**src/rtl/ilv_pkg.sv**
```systemverilog
package ilv_pkg;

    typedef enum logic {
        SEQ_IDLE = 1'b0,
        SEQ_SEND = 1'b1
    } seq_state_e;

    // Fixed content pattern for the bank models, a function of the word address.
    function automatic logic [31:0] word_seed(input logic [31:0] addr);
        return (addr * 32'h0000_9E37) ^ 32'h0000_5A5A;
    endfunction

endpackage

```
**src/rtl/ilv_bank.sv**
```systemverilog
module ilv_bank #(
    parameter int DATA_W    = 16,
    parameter int ROW_W     = 6,
    parameter int BANK_BITS = 2,
    parameter int BANK_IDX  = 0,
    parameter int LATENCY   = 3
) (
    input  logic              clk,
    input  logic              rst,
    input  logic              rd_en,
    input  logic [ROW_W-1:0]  rd_row,
    output logic              rd_valid,
    output logic [DATA_W-1:0] rd_data
);
    import ilv_pkg::*;

    localparam int DEPTH = 1 << ROW_W;

    logic [DATA_W-1:0] mem [DEPTH];
    logic [LATENCY-1:0] vld_pipe;
    logic [DATA_W-1:0]  dat_pipe [LATENCY];

    // Contents are loaded from the pattern while reset is held.
    always_ff @(posedge clk) begin
        if (rst) begin
            for (int r = 0; r < DEPTH; r++) begin
                mem[r] <= DATA_W'(word_seed(32'((r << BANK_BITS) | BANK_IDX)));
            end
        end
    end

    always_ff @(posedge clk) begin
        if (rst) begin
            vld_pipe <= '0;
        end else begin
            vld_pipe[0] <= rd_en;
            for (int s = 1; s < LATENCY; s++) begin
                vld_pipe[s] <= vld_pipe[s-1];
            end
        end
    end

    always_ff @(posedge clk) begin
        dat_pipe[0] <= mem[rd_row];
        for (int s = 1; s < LATENCY; s++) begin
            dat_pipe[s] <= dat_pipe[s-1];
        end
    end

    assign rd_valid = vld_pipe[LATENCY-1];
    assign rd_data  = dat_pipe[LATENCY-1];

endmodule

```
**src/rtl/ilv_launch.sv**
```systemverilog
module ilv_launch #(
    parameter int NUM_BANKS = 4,
    parameter int BANK_BITS = 2,
    parameter int ROW_W     = 6
) (
    input  logic                           fire,
    input  logic [BANK_BITS-1:0]           start_bank,
    input  logic [ROW_W-1:0]               start_row,
    input  logic [BANK_BITS-1:0]           len_m1,
    output logic [NUM_BANKS-1:0]           bank_en,
    output logic [NUM_BANKS-1:0][ROW_W-1:0] bank_row
);

    for (genvar i = 0; i < NUM_BANKS; i++) begin : g_bank
        localparam logic [BANK_BITS-1:0] IDX = BANK_BITS'(i);
        logic [BANK_BITS-1:0] offset;
        logic                 wrapped;

        // Position of this bank inside the burst, counted from the start bank.
        assign offset      = IDX - start_bank;
        assign wrapped     = IDX < start_bank;
        assign bank_en[i]  = fire && (offset <= len_m1);
        assign bank_row[i] = start_row + ROW_W'(wrapped);
    end

endmodule

```
**src/rtl/ilv_stream.sv**
```systemverilog
module ilv_stream #(
    parameter int NUM_BANKS = 4,
    parameter int BANK_BITS = 2,
    parameter int DATA_W    = 16
) (
    input  logic                             clk,
    input  logic                             rst,
    input  logic                             accept,
    input  logic [BANK_BITS-1:0]             start_bank,
    input  logic [BANK_BITS-1:0]             len_m1,
    input  logic [NUM_BANKS-1:0]             bank_vld,
    input  logic [NUM_BANKS-1:0][DATA_W-1:0] bank_data,
    input  logic                             out_ready,
    output logic                             out_valid,
    output logic [DATA_W-1:0]                out_data,
    output logic                             out_last,
    output logic                             idle
);
    import ilv_pkg::*;

    seq_state_e              state;
    logic [BANK_BITS-1:0]    cur;
    logic [BANK_BITS-1:0]    remain;
    logic [NUM_BANKS-1:0]    full;
    logic [DATA_W-1:0]       hold [NUM_BANKS];
    logic                    take;

    assign out_valid = (state == SEQ_SEND) && full[cur];
    assign out_data  = hold[cur];
    assign out_last  = (remain == '0);
    assign idle      = (state == SEQ_IDLE);
    assign take      = out_valid && out_ready;

    always_ff @(posedge clk) begin
        if (rst) begin
            state  <= SEQ_IDLE;
            cur    <= '0;
            remain <= '0;
        end else if (accept) begin
            state  <= SEQ_SEND;
            cur    <= start_bank;
            remain <= len_m1;
        end else if (take) begin
            cur    <= cur + 1'b1;
            remain <= remain - 1'b1;
            if (remain == '0) begin
                state <= SEQ_IDLE;
            end
        end
    end

    // Fill flags: set when the bank returns its word, cleared when the word leaves.
    always_ff @(posedge clk) begin
        if (rst) begin
            full <= '0;
        end else begin
            for (int i = 0; i < NUM_BANKS; i++) begin
                if (bank_vld[i]) begin
                    full[i] <= 1'b1;
                end else if (take && (cur == BANK_BITS'(i))) begin
                    full[i] <= 1'b0;
                end
            end
        end
    end

    always_ff @(posedge clk) begin
        for (int i = 0; i < NUM_BANKS; i++) begin
            if (bank_vld[i]) begin
                hold[i] <= bank_data[i];
            end
        end
    end

endmodule

```
**src/rtl/ilv_burst_reader.sv**
```systemverilog
module ilv_burst_reader #(
    parameter int NUM_BANKS = 4,
    parameter int ADDR_W    = 8,
    parameter int DATA_W    = 16,
    parameter int LATENCY   = 3,
    localparam int BANK_BITS = $clog2(NUM_BANKS),
    localparam int ROW_W     = ADDR_W - BANK_BITS
) (
    input  logic                  clk,
    input  logic                  rst,
    input  logic                  req_valid,
    output logic                  req_ready,
    input  logic [ADDR_W-1:0]     req_addr,
    input  logic [BANK_BITS-1:0]  req_len,
    output logic                  out_valid,
    input  logic                  out_ready,
    output logic [DATA_W-1:0]     out_data,
    output logic                  out_last
);

    typedef struct packed {
        logic [ROW_W-1:0]     row;
        logic [BANK_BITS-1:0] bank;
    } word_addr_t;

    word_addr_t                       start;
    logic                             accept;
    logic                             idle;
    logic [NUM_BANKS-1:0]             bank_en;
    logic [NUM_BANKS-1:0][ROW_W-1:0]  bank_row;
    logic [NUM_BANKS-1:0]             bank_vld;
    logic [NUM_BANKS-1:0][DATA_W-1:0] bank_data;

    assign start     = word_addr_t'(req_addr);
    assign req_ready = idle;
    assign accept    = req_valid && idle;

    ilv_launch #(
        .NUM_BANKS (NUM_BANKS),
        .BANK_BITS (BANK_BITS),
        .ROW_W     (ROW_W)
    ) u_launch (
        .fire       (accept),
        .start_bank (start.bank),
        .start_row  (start.row),
        .len_m1     (req_len),
        .bank_en    (bank_en),
        .bank_row   (bank_row)
    );

    for (genvar b = 0; b < NUM_BANKS; b++) begin : g_banks
        ilv_bank #(
            .DATA_W    (DATA_W),
            .ROW_W     (ROW_W),
            .BANK_BITS (BANK_BITS),
            .BANK_IDX  (b),
            .LATENCY   (LATENCY)
        ) u_bank (
            .clk      (clk),
            .rst      (rst),
            .rd_en    (bank_en[b]),
            .rd_row   (bank_row[b]),
            .rd_valid (bank_vld[b]),
            .rd_data  (bank_data[b])
        );
    end

    ilv_stream #(
        .NUM_BANKS (NUM_BANKS),
        .BANK_BITS (BANK_BITS),
        .DATA_W    (DATA_W)
    ) u_stream (
        .clk        (clk),
        .rst        (rst),
        .accept     (accept),
        .start_bank (start.bank),
        .len_m1     (req_len),
        .bank_vld   (bank_vld),
        .bank_data  (bank_data),
        .out_ready  (out_ready),
        .out_valid  (out_valid),
        .out_data   (out_data),
        .out_last   (out_last),
        .idle       (idle)
    );

endmodule

```
**config.mk**
```make
export PLATFORM = sky130hd
export DESIGN_NAME = ilv_burst_reader
export DESIGN_NICKNAME = d
export VERILOG_FILES = /design/src/rtl/ilv_pkg.sv /design/src/rtl/ilv_bank.sv /design/src/rtl/ilv_launch.sv /design/src/rtl/ilv_stream.sv /design/src/rtl/ilv_burst_reader.sv
export SDC_FILE = /design/constraint.sdc
export NUM_CORES = 1
export LEC_CHECK = 0
export BUFFER_PORTS_ARGS = -buffer_cell sky130_fd_sc_hd__buf_2
export CORE_UTILIZATION = 50
export CTS_CLUSTER_SIZE = 30
export DETAILED_ROUTE_END_ITERATION = 8
export PLACE_DENSITY_LB_ADDON = 0.3
export SKIP_CTS_REPAIR_TIMING = 1
export SLEW_MARGIN = 20
export SYNTH_ARGS = -nofsm -noshare
export SYNTH_HDL_FRONTEND = slang
export SYNTH_MEMORY_MAX_BITS = 65536
export SYNTH_SLANG_ARGS = --single-unit
```
**constraint.sdc**
```tcl
create_clock -name clk -period 4.6 [get_ports clk]
set_input_delay 1.15 -clock clk [delete_from_list [all_inputs] [get_ports clk]]
set_output_delay 1.15 -clock clk [all_outputs]
set_load 0.03 [all_outputs]
```
-- Word level (Yosys, flattened, before mapping)
Memory sizes are Yosys's and may differ from the RTL's. A register that Yosys moved wholly into a read port is not among the register bits.
Index checks and enable logic that the tools add are counted.
- flip-flop bits (word level): 21
- memory bits (writable): 3840
- memories kept: 9
- memories (name ; depth ; width ; read ports ; clocked after memory_dff ; write ports ; line ; text):
    g_banks[0].u_bank.mem ; 64 ; 14 ; 1 ; 0 ; 64 ; ilv_bank.sv:19 ; logic [DATA_W-1:0] mem [DEPTH];
    g_banks[1].u_bank.mem ; 64 ; 14 ; 1 ; 0 ; 64 ; ilv_bank.sv:19 ;
    g_banks[2].u_bank.mem ; 64 ; 14 ; 1 ; 0 ; 64 ; ilv_bank.sv:19 ;
    g_banks[3].u_bank.mem ; 64 ; 14 ; 1 ; 0 ; 64 ; ilv_bank.sv:19 ;
    u_stream.hold ; 4 ; 16 ; 1 ; 1 ; 4 ; ilv_stream.sv:25 ; logic [DATA_W-1:0] hold [NUM_BANKS];
    g_banks[0].u_bank.dat_pipe ; 3 ; 16 ; 3 ; 0 ; 3 ; ilv_bank.sv:21 ; logic [DATA_W-1:0] dat_pipe [LATENCY];
    +3 memories ; n/a ; n/a ; n/a ; n/a ; n/a ; n/a ;
- add/sub/neg operators: 10
- magnitude comparators: 9
- eq/ne operators: 3
- mux-type cells: 29
- bitwise gates (word level): 1
- reductions and logical operators: 20
- operator list (kind ; number):
    $add 6x1->6 ; 4
    $mux 1 ; 22
    $mux 2 ; 6
    $reduce_bool 2->1 ; 6
    $logic_and 1x1->1 ; 11
    $le 2x2->1 ; 4
    $eq 2x2->1 const B ; 2
    $logic_not 2->1 ; 2
    $lt 1x2->1 const A ; 2
    $lt 2x2->1 const A ; 2
    $sub 1x2->2 const A ; 2
    $sub 2x2->2 const A ; 2
    $lt 2x3->1 const B ; 1
    $add 2x1->2 const B ; 1
    $bmux 1 s2 ; 1
    $eq 2x1->1 const B ; 1
    $reduce_and 2->1 ; 1
    $sub 2x1->2 const B ; 1
    $not 1->1 ; 1

-- Longest topological paths before layout
Gate-level depths: netlist of the first run.
- depth after elaboration: 8
- mapped depth: 15
- mapped depth without buffers: 12

-- By module
Synthesis of the first run repeated with hierarchy kept, for this count alone.
- cells, all modules: 1134
- area total of the unflattened synthesis: 12155.4 um2
- modules (own cells, without submodules) (module ; times used ; cells an instance ; area each (um2) ; sequential area each (um2)):
    ilv_stream ; 1 ; 153 ; 2939.1 ; 2142.1
    ilv_bank at g_banks[2].u_bank ; 1 ; 235 ; 2254.7 ; 900.9
    ilv_bank at g_banks[1].u_bank ; 1 ; 237 ; 2237.1 ; 900.9
    ilv_bank at g_banks[3].u_bank ; 1 ; 228 ; 2188.3 ; 900.9
    ilv_bank at g_banks[0].u_bank ; 1 ; 216 ; 2037.0 ; 900.9
    ilv_launch ; 1 ; 64 ; 493.0 ; 0.0
    ilv_burst_reader ; 1 ; 1 ; 6.3 ; 0.0

-- Worst setup path after synthesis of the first run
No wires, ideal clock.
- path type: input -> register
- from: input port req_addr[1]
- to: memory g_banks[1].u_bank.dat_pipe[0][15]
- library setup time: 0.134 ns
- arrival: 3.408 ns
- setup slack: 1.057 ns
- stages: 9
- buffers on the path: 2
- cells stage by stage: ha_1 -> ha_1 -> clkbuf_1 -> inv_1 -> ha_1 -> clkbuf_1 -> a211oi_1 -> a21oi_1 -> mux4_2
- RTL lines (item ; line ; text):
    start, declared ; ilv_burst_reader.sv:13 ; input logic [ADDR_W-1:0] req_addr,
    end, declared ; ilv_bank.sv:21 ;

==> impl_metrics.json, run 1 <==
{
  "ioPinCount": 33,
  "crit_type": "in -> reg",
  "switchingPower_w": 0.00140,
  "antenna_cells": 0,
  "cts_tree": "built",
  "synth.net_count": 1147,
  "firstDrtPassIters": 5,
  "synthCells": 1072,
  "vias_per_cell": 5.84,
  "p_sw_share_pct": 25.9,
  "rsz0062_at_grt": "no",
  "cts.path.max_buffers": 3,
  "initial_core_util_pct": 51.0,
  "seq_power_share_pct": 48.6,
  "cts_made_buffers": 24,
  "max_freq_mhz": 280,
  "avgRoutedWirePerCell_um": 18.0,
  "placeableCoreArea_um2": 21800,
  "fin_tns_setup_ns": 0,
  "clk_pin_slew_ns": 0.06,
  "syn_to_final_growth_pct": 10.1,
  "slew_violations": 0,
  "cp_max_fo": 19,
  "hold_path.class": "reg -> reg",
  "r2r_end": "out_data[0]",
  "holdPathEnd": "g_banks[3].u_bank.dat_pipe[0][37]",
  "reg2reg_slack_ns": 2.70,
  "power_density_nw_per_um2": 439,
  "layout-drive-gt1-share_pct": 14.2,
  "rows": 54,
  "multi_input_area_um2": 5080,
  "antenna_found_initial": 0,
  "syn_avg_cell_area_um2": 10.4,
  "clk_latency_ns": 0.50,
  "period_share_pct": 77.6,
  "regArea_um2": 5510,
  "finalHoldViolations": 0,
  "clock-sinks": 247,
  "cellLeakagePower_nw": 4.79,
  "seq_area_frac_synth_pct": 49.4,
  "cts_root_buffer": "clkbuf_16",
  "holdPathStages": 0,
  "die_x_um": 151,
  "p_clk_share_pct": 35.8,
  "synth_area_um2": 11100,
  "drtIter0Drc": 699,
  "rr_startpoint": "u_stream.cur[0]",
  "hp-start": "g_banks[3].u_bank.dat_pipe[0][21]",
  "ys_ff_latch": 247,
  "num-fill-cells": 1842,
  "startpoint_type": "primary input",
  "post-route-util_pct": 56.2,
  "tightest_slew_ns": 0.828,
  "wirelength_um": 24700,
  "slew-limit-headroom_pct": 44.7,
  "reg2reg_depth": 4,
  "grt_max_degree": 49,
  "grt_pass1_wl_um": 38700,
  "grt_overflow_total": 0,
  "die_h_um": 151,
  "setup_viol": 0,
  "crit_required_ns": 5.00,
  "yosys_warnings": 0,
  "die-area_um2": 22900,
  "place_congestion": 0.881,
  "cp-end-kind": "flop",
  "ys_types": 81,
  "synthFlopType": "dfxtp_1",
  "fin_crit_ns": 3.57,
  "p_int_w": 0.00399,
  "port_buffers": 32,
  "antenna_left": 0,
  "nets": 1149,
  "cap_violations": 0,
  "peakVddDrop_mv": 0.285,
  "combPwrFrac_pct": 15.5,
  "grt_usage_pct": 21.8,
  "status": "finished clean",
  "skew_ns": 0.0206,
  "synth_edf_count": 56,
  "synthArstFlopShare_pct": 0,
  "place.detailed.hpwl_um": 16900,
  "grt_pass1_vias": 7127,
  "arrival_ns": 3.98,
  "num_vias": 8015,
  "cts_max_level": 1,
  "drc": 0
}
## Yosys cell counts, types with 11 or more instances
library cell / instances / area (um2)
xnor2_1: 18 / 158
dfxtp_1: 191 / 3820
a21oi_1: 84 / 420
nand3_1: 26 / 130
mux4_2: 25 / 563
a31oi_1: 20 / 125
a211oi_1: 28 / 210
edfxtp_1: 56 / 1680
buf_2: 33 / 165
ha_1: 61 / 763
inv_1: 27 / 101
nor3_1: 26 / 130
o211ai_1: 24 / 180
o21ai_0: 67 / 335
nand2_1: 84 / 315
nor2_1: 82 / 308
clkbuf_1: 32 / 120
mux2i_1: 11 / 110
## power by group through the flow
stage	registers [W]	logic (W)	clock network (W)
5_1_grt	0.00265	0.000917	0.00206
3_3_place_gp	0.00266	0.000818	0
4_1_cts	0.00262	0.000822	0.00198
3_5_place_dp	0.00267	0.000819	0
2_1_floorplan	0.00260	0.000649	0
6_report	0.00262	0.000837	0.00193
## worst max-delay path by stage
stage                            from                           endpoint  slack [ns]  depth (start not counted)
after global routing      req_addr[1]   g_banks[0].u_bank.dat_pipe[0][8]        0.76                         12
after global placement    req_addr[2]   g_banks[1].u_bank.dat_pipe[0][9]        0.63                          9
after CTS                 out_data[0]                       out_data[15]        1.06                          2
after floorplan           req_addr[1]  g_banks[1].u_bank.dat_pipe[0][15]        1.06                          9
final                     req_addr[1]   g_banks[0].u_bank.dat_pipe[0][8]        1.03                         12
after detailed placement  req_addr[1]   g_banks[0].u_bank.dat_pipe[0][8]        0.57                         12
## state kept, by name, indices dropped and copies added, names as in the netlist, named ones only
signal	count
u_stream.hold	56
u_stream.cur	2
u_stream.remain	2
u_stream.state	1
u_stream.full	4
out_data	1
g_banks.u_bank.dat_pipe	168
g_banks.u_bank.vld_pipe	12
## kinds of logic after synthesis
kind of cell | synth area share [%]
xor+xnor | 3.19
simple gates | 10.7
fa+ha+maj | 6.94
compound gates | 18.5
buf+inv | 5.05
flops | 49.4
mux | 6.14
## through the flow
step | instances | power, W | cell area, um2 | worst slack, ns | hold WS [ns]
2_1_floorplan | 1072 | 0.00325 | 11100 | 1.06 | 0.310
3_3_place_gp | 1328 | 0.00348 | 11500 | 0.631 | 0.310
3_5_place_dp | 1328 | 0.00349 | 11500 | 0.574 | 0.312
4_1_cts | 1372 | 0.00542 | 12300 | 1.06 | 0.318
5_1_grt | 1372 | 0.00563 | 12300 | 0.757 | 0.326
6_report | 1372 | 0.00539 | 12300 | 1.03 | 0.314
## metal layers
metal | track usage [%] | vias up | wire length (um)
met5 | 0 | - | 0
li1 | - | 3908 | -
met3 | 3.22 | 39 | 1830
met4 | 5.85 | 0 | 512
met1 | 31.5 | 3734 | 11200
met2 | 33.8 | 334 | 11200
## area by class of cell
cell class	instances	area share [%]
Multi-Input combinational cell	704	41.4
Inverter	34	1.04
Clock inverter	12	0.990
Timing Repair Buffer	63	3.20
Clock buffer	32	5.56
Tap cell	280	2.86
Sequential cell	247	44.9
## critical path: stages
cell	delay, ns
buf_2	0.15
inv_1	0.08
ha_1	0.23
inv_1	0.10
ha_1	0.40
and3b_1	0.32
or2_1	0.55
buf_4	0.27
nor3_1	0.05
a2111oi_0	0.45
o22ai_1	0.14
o41ai_1	0.07
## cell usage in the layout, fill, tap and decap left out, drive strengths merged, types with 25 or more instances in the layout
master and n:
a21oi 84, nor3 26, buf 63, clkbuf 32, dfxtp 191, nand3 26
edfxtp 56, nor2 85, inv 34, nand2 85, a211oi 28, mux4 25
ha 61, o21ai 73
(Power assumes the default switching activity.)
==> inputs of run 2 (changes only) <==
clock period = 3.05 ns   (was 4.6 ns; I/O delays follow)
==> impl_metrics.json, run 2 (synthesis gave the netlist of run 1 again) <==
{
  "status": "finished clean",
  "antenna_cells": 0,
  "num_vias": 8489,
  "num-fill-cells": 1752,
  "cts_made_buffers": 23,
  "avgRoutedWirePerCell_um": 18.5,
  "rsz0062_at_grt": "no",
  "die_x_um": 151,
  "drtIter0Drc": 763,
  "max_freq_mhz": 366,
  "layout-drive-gt1-share_pct": 20.7,
  "crit_type": "reg -> out",
  "place_congestion": 0.877,
  "setup_viol": 0,
  "drt-met1-wl_um": 12100,
  "largest_reg_flops": 168,
  "tightest_slew_ns": 0.819,
  "cellLeakagePower_nw": 5.24,
  "clock-sinks": 247,
  "place_ws_ns": -0.117,
  "cts_max_level": 1,
  "wl_met3_um": 1990,
  "port_buffers": 32,
  "nets": 1239,
  "slew-limit-headroom_pct": 45.3,
  "startpoint_type": "flop",
  "wirelength_um": 27000,
  "drc": 0,
  "wl_met2_um": 12400,
  "clk_pin_slew_ns": 0.06,
  "initial_core_util_pct": 51.0,
  "rows": 54,
  "vias_per_cell": 5.81,
  "die_h_um": 151,
  "power_density_nw_per_um2": 633,
  "clk_latency_ns": 0.51,
  "antenna_found_initial": 0,
  "fin_tns_setup_ns": 0,
  "grt_pass1_wl_um": 42900,
  "whs_ns": 0.321,
  "cp_max_fo": 15,
  "cts.path.max_buffers": 3,
  "arrival_ns": 1.97,
  "post-route-util_pct": 59.5,
  "peakVddDrop_mv": 0.444,
  "reg_top3": "g_banks.u_bank.dat_pipe: 168 flops, u_stream.hold: 56 flops, g_banks.u_bank.vld_pipe: 12 flops",
  "syn_to_final_growth_pct": 16.6,
  "slowest_delay_ns": 0.83,
  "period_share_pct": 89.5,
  "top_layer": "met4",
  "hold_path.class": "reg -> reg",
  "slew_violations": 0,
  "grt_overflow_total": 0,
  "finalWorstSetupSlack_ns": 0.320,
  "grt_pass1_vias": 7943,
  "largest_register": "g_banks.u_bank.dat_pipe",
  "layout_commonest_cell": "dfxtp_1",
  "cts_tree": "built",
  "grt_usage_pct": 24.1,
  "antenna_left": 0,
  "grt_max_degree": 26,
  "worstPathCellList": "mux4_2 -> buf_2",
  "ioPinCount": 33,
  "fin_crit_ns": 2.73,
  "final_cell_mix": "dfxtp_1 (191), buf_4 (115), nand2_1 (84), a21oi_1 (84), nor2_1 (82)",
  "skew_ns": 0.0115,
  "place.detailed.hpwl_um": 19300,
  "cp-end-kind": "primary output",
  "firstDrtPassIters": 5,
  "finalHoldViolations": 0,
  "crit_required_ns": 2.29,
  "die-area_um2": 22900,
  "cap_violations": 0,
  "slowest_stage": "dfxtp_1",
  "placeableCoreArea_um2": 21800,
  "cts_root_buffer": "clkbuf_16"
}
run 2: cell count changes in the layout (fill, tap and decap cells not counted), moves of 2 or more:
cell and delta:
buf_4 +84, clkbuf_1 +2, clkbuf_8 -2, inv_6 +3, clkinv_1 -2, buf_12 +7
run 2: worst max-delay path: cells and delay by family (launching register included):
kind	cells	cell delay (ns)
mux	1	0.44
flops	1	0.83
buf+inv	1	0.20
run 2: path summary, 6_finish.rpt:
path | start | end | slack, ns | cells past startpoint
setup / recovery | flop | out_data[9] | 0.32 | 2
hold / removal | g_banks[3].u_bank.dat_pipe[0][14] | g_banks[3].u_bank.dat_pipe[0][30] | 0.32 | 0
setup reg to reg | u_stream.cur[0] | flop | 1.12 | 4
hold reg to reg | g_banks[3].u_bank.dat_pipe[0][14] | g_banks[3].u_bank.dat_pipe[0][30] | 0.32 | 0
run 2: metal layers:
layer	vias to the layer above	global-route usage [%]
li1	4092	-
met1	3992	34.1
met2	365	38.3
met3	40	3.28
met4	0	6.60
met5	-	0
run 2: where the power goes:
| part | internal, W | total [W] | switching, W |
|---|---|---|---|
| Combinational | 0.000614 | 0.00146 | 0.000843 |
| Clock | 0.00163 | 0.00282 | 0.00119 |
| Sequential | 0.00379 | 0.00394 | 0.000153 |
run 2: layout make-up:
| type | count | area (um2) | share of cell area, % |
|---|---|---|---|
| flip-flops and latches | 247 | 5510 | 42.4 |
| multi-input cells | 704 | 5080 | 39.1 |
| repair buffers | 154 | 1160 | 8.96 |
| clock buffers | 32 | 662 | 5.10 |
| well taps | 280 | 350 | 2.70 |
| inverters | 34 | 128 | 0.982 |
| clock inverters | 10 | 98.8 | 0.761 |
run 2: per-stage QoR:
stage	instance area, um2	power [W]	std cells
finish	13000	0.00822	1461
global route	13000	0.00860	1461
CTS	13000	0.00827	1461
detailed placement	12200	0.00544	1419
global placement	12200	0.00542	1419
floorplan	11100	0.00490	1072
